===== src/rtl/irq_cfg_pkg.sv =====
package irq_cfg_pkg;
  localparam int unsigned ACT_BIT    = 30;
  localparam logic [31:0] PRIO_WMASK = 32'h800F_00FF;
  localparam logic [31:0] PRIO_RST   = 32'h8080_0000;
  localparam logic [31:0] DEST_RST   = 32'h0000_0001;
  localparam logic [31:0] DEST_MODE  = 32'hC000_0000;

  typedef enum logic {SEL_PRIO = 1'b0, SEL_DEST = 1'b1} reg_sel_e;

  function automatic logic [31:0] dest_keep(int unsigned ncpu);
    return DEST_MODE | ((32'd1 << ncpu) - 32'd1);
  endfunction
endpackage


===== src/rtl/irq_cfg_decode.sv =====
module irq_cfg_decode
  import irq_cfg_pkg::*;
#(
  parameter int unsigned NUM_SRC = 16,
  parameter int unsigned IW      = 4,
  parameter int unsigned AW      = 9
) (
  input  logic [AW-1:0] addr_i,
  output logic [IW-1:0] idx_o,
  output reg_sel_e      sel_o,
  output logic          hit_o
);
  always_comb begin
    idx_o = addr_i[AW-1:5];
    sel_o = addr_i[4] ? SEL_DEST : SEL_PRIO;
    hit_o = (addr_i[3:0] == 4'd0) && (int'(idx_o) < int'(NUM_SRC));
  end
endmodule


===== src/rtl/irq_cfg_slot.sv =====
module irq_cfg_slot
  import irq_cfg_pkg::*;
#(
  parameter int unsigned NUM_CPU = 4,
  parameter bit          IS_IPI  = 1'b0
) (
  input  logic        clk_i,
  input  logic        rst_ni,
  input  logic        wr_prio_i,
  input  logic        wr_dest_i,
  input  logic [31:0] wdata_i,
  input  logic        active_i,
  output logic [31:0] prio_o,
  output logic [31:0] dest_o,
  output logic        reeval_o
);
  localparam logic [31:0] DEST_KEEP = dest_keep(NUM_CPU);
  localparam logic [31:0] DEST_INIT = IS_IPI ? 32'h0 : DEST_RST;

  logic [31:0] prio_q, dest_q;
  logic        act_q, reeval_q;

  always_ff @(posedge clk_i or negedge rst_ni) begin
    if (!rst_ni) begin
      prio_q   <= PRIO_RST;
      dest_q   <= DEST_INIT;
      act_q    <= 1'b0;
      reeval_q <= 1'b0;
    end else begin
      act_q    <= active_i;
      reeval_q <= wr_prio_i;
      if (wr_prio_i) prio_q <= wdata_i & PRIO_WMASK;
      if (wr_dest_i) dest_q <= wdata_i & DEST_KEEP;
    end
  end

  // activity flag is owned by delivery logic, overlaid on read
  always_comb begin
    prio_o          = prio_q;
    prio_o[ACT_BIT] = act_q;
  end

  assign dest_o   = dest_q;
  assign reeval_o = reeval_q;
endmodule


===== src/rtl/irq_src_cfg_bank.sv =====
module irq_src_cfg_bank
  import irq_cfg_pkg::*;
#(
  parameter int unsigned NUM_SRC  = 16,
  parameter int unsigned NUM_CPU  = 4,
  parameter int unsigned IPI_BASE = 12,
  parameter int unsigned NUM_IPI  = 4,
  localparam int unsigned IW = (NUM_SRC > 1) ? $clog2(NUM_SRC) : 1,
  localparam int unsigned AW = IW + 5
) (
  input  logic                  clk_i,
  input  logic                  rst_ni,
  input  logic                  req_i,
  input  logic                  we_i,
  input  logic [AW-1:0]         addr_i,
  input  logic [31:0]           wdata_i,
  output logic [31:0]           rdata_o,
  input  logic [NUM_SRC-1:0]    active_i,
  output logic [32*NUM_SRC-1:0] prio_o,
  output logic [32*NUM_SRC-1:0] dest_o,
  output logic [NUM_SRC-1:0]    reeval_o
);
  logic [IW-1:0] idx;
  reg_sel_e      sel;
  logic          hit;
  logic [31:0]   prio_a [NUM_SRC];
  logic [31:0]   dest_a [NUM_SRC];
  logic [31:0]   rd_val;
  logic [31:0]   rdata_q;

  irq_cfg_decode #(.NUM_SRC(NUM_SRC), .IW(IW), .AW(AW)) u_dec (
    .addr_i(addr_i),
    .idx_o (idx),
    .sel_o (sel),
    .hit_o (hit)
  );

  for (genvar s = 0; s < int'(NUM_SRC); s++) begin : g_src
    localparam bit IPI = (s >= int'(IPI_BASE)) && (s < int'(IPI_BASE + NUM_IPI));
    logic sel_me;
    assign sel_me = req_i && we_i && hit && (int'(idx) == s);

    irq_cfg_slot #(.NUM_CPU(NUM_CPU), .IS_IPI(IPI)) u_slot (
      .clk_i    (clk_i),
      .rst_ni   (rst_ni),
      .wr_prio_i(sel_me && (sel == SEL_PRIO)),
      .wr_dest_i(sel_me && (sel == SEL_DEST)),
      .wdata_i  (wdata_i),
      .active_i (active_i[s]),
      .prio_o   (prio_a[s]),
      .dest_o   (dest_a[s]),
      .reeval_o (reeval_o[s])
    );

    assign prio_o[32*s +: 32] = prio_a[s];
    assign dest_o[32*s +: 32] = dest_a[s];
  end

  always_comb begin
    rd_val = 32'hFFFF_FFFF;
    if (hit) rd_val = (sel == SEL_DEST) ? dest_a[idx] : prio_a[idx];
  end

  always_ff @(posedge clk_i or negedge rst_ni) begin
    if (!rst_ni)            rdata_q <= '0;
    else if (req_i && !we_i) rdata_q <= rd_val;
  end

  assign rdata_o = rdata_q;
endmodule


===== config.mk =====
export PLATFORM = sky130hd
export DESIGN_NAME = irq_src_cfg_bank
export DESIGN_NICKNAME = d
export VERILOG_FILES = /design/src/rtl/irq_cfg_pkg.sv /design/src/rtl/irq_cfg_decode.sv /design/src/rtl/irq_cfg_slot.sv /design/src/rtl/irq_src_cfg_bank.sv
export SDC_FILE = /design/constraint.sdc
export NUM_CORES = 1
export LEC_CHECK = 0
export ABC_AREA = 1
export BUFFER_PORTS_ARGS = -buffer_cell sky130_fd_sc_hd__buf_4
export CAP_MARGIN = 15
export CORE_AREA = 2 2 444 446
export DETAILED_ROUTE_END_ITERATION = 12
export DIE_AREA = 0 0 446 448
export GPL_TIMING_DRIVEN = 1
export SYNTH_ARGS = -nofsm -noshare
export SYNTH_HDL_FRONTEND = slang
export SYNTH_SLANG_ARGS = --single-unit

===== constraint.sdc =====
create_clock -name clk_i -period 1.5 [get_ports clk_i]
set_input_delay 0.075 -clock clk_i [delete_from_list [all_inputs] [get_ports clk_i]]
set_output_delay 0.075 -clock clk_i [all_outputs]
set_load 0.01 [all_outputs]

* After elaboration in Yosys (flattened, before gate mapping)
Index checks and enable logic that the tools add are counted.
** Word-level totals
- Flip-flop bits (word level) :: 384
- Output and inout bits :: 1072
- Logic and storage cells :: 146
** Operators by class
- $lt $le $gt $ge :: 1
- Equality and inequality tests :: 15
- Multiplexer cells :: 9
- Bitwise logic cells :: 2
- Reduce and logical (&&, ||, !) cells :: 54
** Operators by type and width (count)
- $bmux 32 s4 :: 2
- $mux 32 :: 6
- $logic_and 1x1->1 :: 51
- $eq 4x4->1 const B :: 8
- $eq 4x3->1 const B :: 4
- $eq 4x2->1 const B :: 2
- $logic_not 4->1 :: 2
- $ge 5x5->1 const B :: 1
- $not 4->5 :: 1
- $eq 4x1->1 const B :: 1
- $logic_not 1->1 :: 1
- $mux 1 :: 1
- $not 1->1 :: 1

* Depth between registers and ports, before layout
- Depth after elaboration :: 6
- Gate-level depth with buffers :: 12
- Mapped depth without buffers :: 11

* Hierarchy
A second synthesis with hierarchy kept.
** Second synthesis, totals
- Cells, all modules :: 5186
- Area, all modules :: 30992.2 µm²
** Modules (own cells, without submodules)
- irq_cfg_slot (g_src[0].u_slot ...) :: instances 12, cells each 130, area an instance 1136.1 µm², sequential area each 554.3 µm²
- irq_src_cfg_bank :: instances 1, cells each 3094, area an instance 12756.0 µm², sequential area each 800.8 µm²
- irq_cfg_slot (g_src[12].u_slot ...) :: instances 4, cells each 130, area an instance 1134.8 µm², sequential area each 553.0 µm²
- irq_cfg_decode :: instances 1, cells each 12, area an instance 63.8 µm², sequential area each 0.0 µm²

* Worst setup path before layout
OpenSTA, ideal clock, no wires.
- Kind :: input -> register
- From :: input addr_i[1]
- To :: register g_src[12].u_slot.dest_q[1]
- Library setup time :: 0.133 ns
- Arrival :: 1.183 ns
- Slack :: 0.184 ns
- Cell stages on the path :: 9
- Path buffers :: 3
- Path through :: nor2_1 > nand2_1 > nor2_4 > buf_6 > buf_4 > nand3_1 > clkbuf_1 > nand2_1 > o21ai_0
** On the way
- Cells in the longest elaborated chain, start to end :: 4
** RTL lines
- start: declaration :: RTL line irq_src_cfg_bank.sv:15 : input logic [AW-1:0] addr_i,
- $logic_not 4->1 :: RTL line irq_cfg_decode.sv:16 : hit_o = (addr_i[3:0] == 4'd0) && (int'(idx_o) < int'(NUM_SRC));
- $logic_and 1x1->1 (2 in series) :: RTL line irq_src_cfg_bank.sv:41 : assign sel_me = req_i && we_i && hit && (int'(idx) == s);
- $logic_and 1x1->1 :: RTL line irq_src_cfg_bank.sv:47 : .wr_dest_i(sel_me && (sel == SEL_DEST)),
- end signal: assignment :: RTL line irq_cfg_slot.sv:33 : if (wr_dest_i) dest_q <= wdata_i & DEST_KEEP;
- end: declaration :: RTL line irq_cfg_slot.sv:20 : logic [31:0] prio_q, dest_q;
No other way between the ends.
A chain may end at the register's enable or synchronous reset.

* Final worst setup path
- From :: register g_src[1].u_slot.prio_q[1]
- To :: register rdata_q[1], in the netlist rdata_o[1]
** On the way
- Cells in the longest elaborated chain, start to end :: 5
** RTL lines
- start: declaration :: RTL line irq_cfg_slot.sv:20
- start signal: assignment :: RTL line irq_cfg_slot.sv:32 : if (wr_prio_i) prio_q <= wdata_i & PRIO_WMASK;
- $bmux 32 s4 :: RTL line irq_src_cfg_bank.sv:61 : if (hit) rd_val = (sel == SEL_DEST) ? dest_a[idx] : prio_a[idx];
- $mux 32 (not written as such) (2 in series) :: RTL line irq_src_cfg_bank.sv:61
- $mux 32 (2 in series) :: RTL line irq_src_cfg_bank.sv:61
- end signal: assignment :: RTL line irq_src_cfg_bank.sv:66 : else if (req_i && !we_i) rdata_q <= rd_val;
- end: declaration :: RTL line irq_src_cfg_bank.sv:29 : logic [31:0] rdata_q;
No other way between the ends. The select of a mux whose other input is x is not followed.

==> run metrics <==
status=complete, but fails checks; failing checks=negative setup slack; warnings from Yosys=0; Rel. slew slack=47.3%; CTS clk-pin slew, worst paths=0.06 ns; Hold Startpoint=addr_i[6]; sequential share of the synthesized area=42.8%; routability congestion estimate=0.851; CP Launch Type=register; Hold WS=0.103 ns; Max Cap Violations=0; I/O pin total=~1100; CP arrival=2.00 ns; Finished Layout Cells=between 5000 and 6000; Placed Area=27100 um^2; Clock Skew=between 0.05 and 0.06 ns; initial antenna violation count=7; cell area after synthesis=21600 um^2; clk sinks=368; Worst EP required=1.99 ns; Fmax=661 MHz; CTS tree=built; iteration count of the initial detailed-routing pass=6; PwrDens=roughly 900 nW/um^2; total routed wirelength=103000 um; I/O Buffers=426; Lkg Pwr=14.7 nW; Worst R2R Start=g_src[1].u_slot.prio_q[1]; DRC viols=0; # rows=between 150 and 200; via count=17700; largest net degree at the start of global routing=89; Setup WS post-layout=-0.0129 ns; die area=200000 um^2; Critical Path End Type=register; layout cells sized above 1=26.8%; Detail Placement HPWL=83500 um; syn avg cell area=8.20 um^2; final core occ=15.0%; global-route wire length before repair=about 130000 um; Period minus WS final=1.51 ns; Die Y=448 um; gr usage total=under 10%; Die Width=446 um; TritonCTS Buffers=48; DRT antenna net count=0; Root Buffer=clkbuf_16; number of synthesized register bits=368; Layout area overhead=35.4%; period utilization=101%; placed cells=5674; Final Max Tran Viols=0; Worst-Skew Late Latency=0.64 ns; final instance area=a little under 30000 um^2; Crit Path Max Fanout=2; gr ovfl total=0; Synth Instances=2636; Total Nets Final=about 3300; commonest non-fill, non-tap cell in the layout=nand2_1; RSZ-0062 raised after global routing=true; Worst-Margin Slew=0.788 ns; post-synth top area share=between 30 and 40%; HP Class=primary input to register; Initial Util=11.1%; vias per cell=3.05; Setup CP Type=register to register; Final setup viols=1; Hold Fails Final Rpt=0; Critical Path Source=g_src[1].u_slot.prio_q[1]; Synth cell types=26; Clock Tree Buf Depth=3; Synth area leader=dfrtp_1; area of the core=195000 um^2; Synth area leaders=dfrtp_1 (37%), buf_4 (26%), nand2_1 (15%); CTS H-tree depth=2; initial DRC count=1248; Routed wire per std cell=approximately 18 um; worst vdd ir=0.786 mV; most frequent cells in the layout=nand2_1 (812), conb_1 (688), buf_4 (617); vias in the first global route=15900
-- area by class of cell --
type	count	area (um^2)
Antenna cell	3	7.51
Clock buffer	72	1420
Clock inverter	18	235
Fill cell	22000	165000
Inverter	61	230
Multi-Input combinational cell	2023	8710
Sequential cell	368	9270
Tap cell	2542	3180
Timing Repair Buffer	718	6230
-- where the power goes --
part	leakage, nW	total, mW	internal [mW]	switching (mW)
combinational	9.06	3.24	0.939	2.30
sequential	4.87	10.3	10.1	0.188
clock	0.813	12.3	7.30	4.98
total	14.7	25.8	18.4	7.46
-- critical path: stages, from the launching register on --
cell	delay [ns]
dfrtp_1	0.43
nand2_1	0.10
nand2_1	0.06
nand2_1	0.06
nand2_1	0.06
nand2_1	0.07
nand2_2	0.07
buf_12	0.14
o21ai_4	0.18
nand3_2	0.08
nand2_2	0.06
inv_1	0.03
-- routing by layer --
metal | global-route usage, % | up-vias | routed length (um)
met2 | 18.9 | 773 | 57800
met5 | 0 | - | 61
li1 | - | 8171 | -
met4 | 3.88 | 10 | 4250
met3 | 1.96 | 132 | 6100
met1 | 9.86 | 8606 | 34600
-- state kept, by name, summed over array words and instances (netlist names) --
register,cells
g_src.u_slot.act_q,16
g_src.u_slot.dest_o,96
g_src.u_slot.prio_q,224
g_src.u_slot.reeval_o,16
rdata_o,16
-- what timing repair did --
item / in CTS / in global routing
hold endpoints to repair: 632 / 0
endpoints found under the setup margin: 36 / 29
pin swaps: 5 / 6
resized for setup: 32 / 27
setup buffers: 6 / 0
hold buffers: 36 / 0
-- worst paths after layout --
path	to	slack [ns]	depth (start not counted)
setup reg to reg	rdata_o[1]	-0.01	11
hold reg to reg	g_src[6].u_slot.prio_q[23]	0.46	2
setup / recovery	rdata_o[1]	-0.01	11
hold / removal	g_src[14].u_slot.reeval_o	0.10	6
min in group asynchronous	g_src[13].u_slot.prio_q[23]	0.11	2
max in group asynchronous	g_src[10].u_slot.prio_q[16]	0.15	3
-- cells by family after synthesis --
kind of cell	share of synthesized area, %
buffers and inverters	29.4
AND/OR/NAND/NOR	17.2
AO/OA/AOI/OAI	10.5
flip-flops	42.8
other	0.0173
-- Yosys cell counts --
cell / n
nand3_2: 4
nand4_2: 12
nand4_1: 18
inv_2: 6
nor3_1: 1
buf_2: 34
buf_6: 5
nor2_1: 13
buf_4: 741
dfrtp_1: 324
nor3_2: 1
nor2_4: 4
conb_1: 1
or2_2: 5
o21ai_1: 16
inv_1: 54
dfstp_2: 44
nand3_1: 28
a21oi_1: 12
clkinv_1: 1
nand2_1: 836
nor2_2: 1
buf_1: 9
clkbuf_1: 82
o21ai_0: 302
a22oi_1: 82
-- through the flow --
step	TNS [ns]	setup WS (ns)	total power, mW
final	-0.0129	-0.0129	25.8
after global routing	-1.23	-0.0713	26.9
after CTS	-1.14	-0.0696	26.2
after detailed placement	-55.29	-0.576	13.7
after global placement	-52.82	-0.578	13.6
after floorplan	0	0.184	13.3
(Power assumes the default switching activity.)
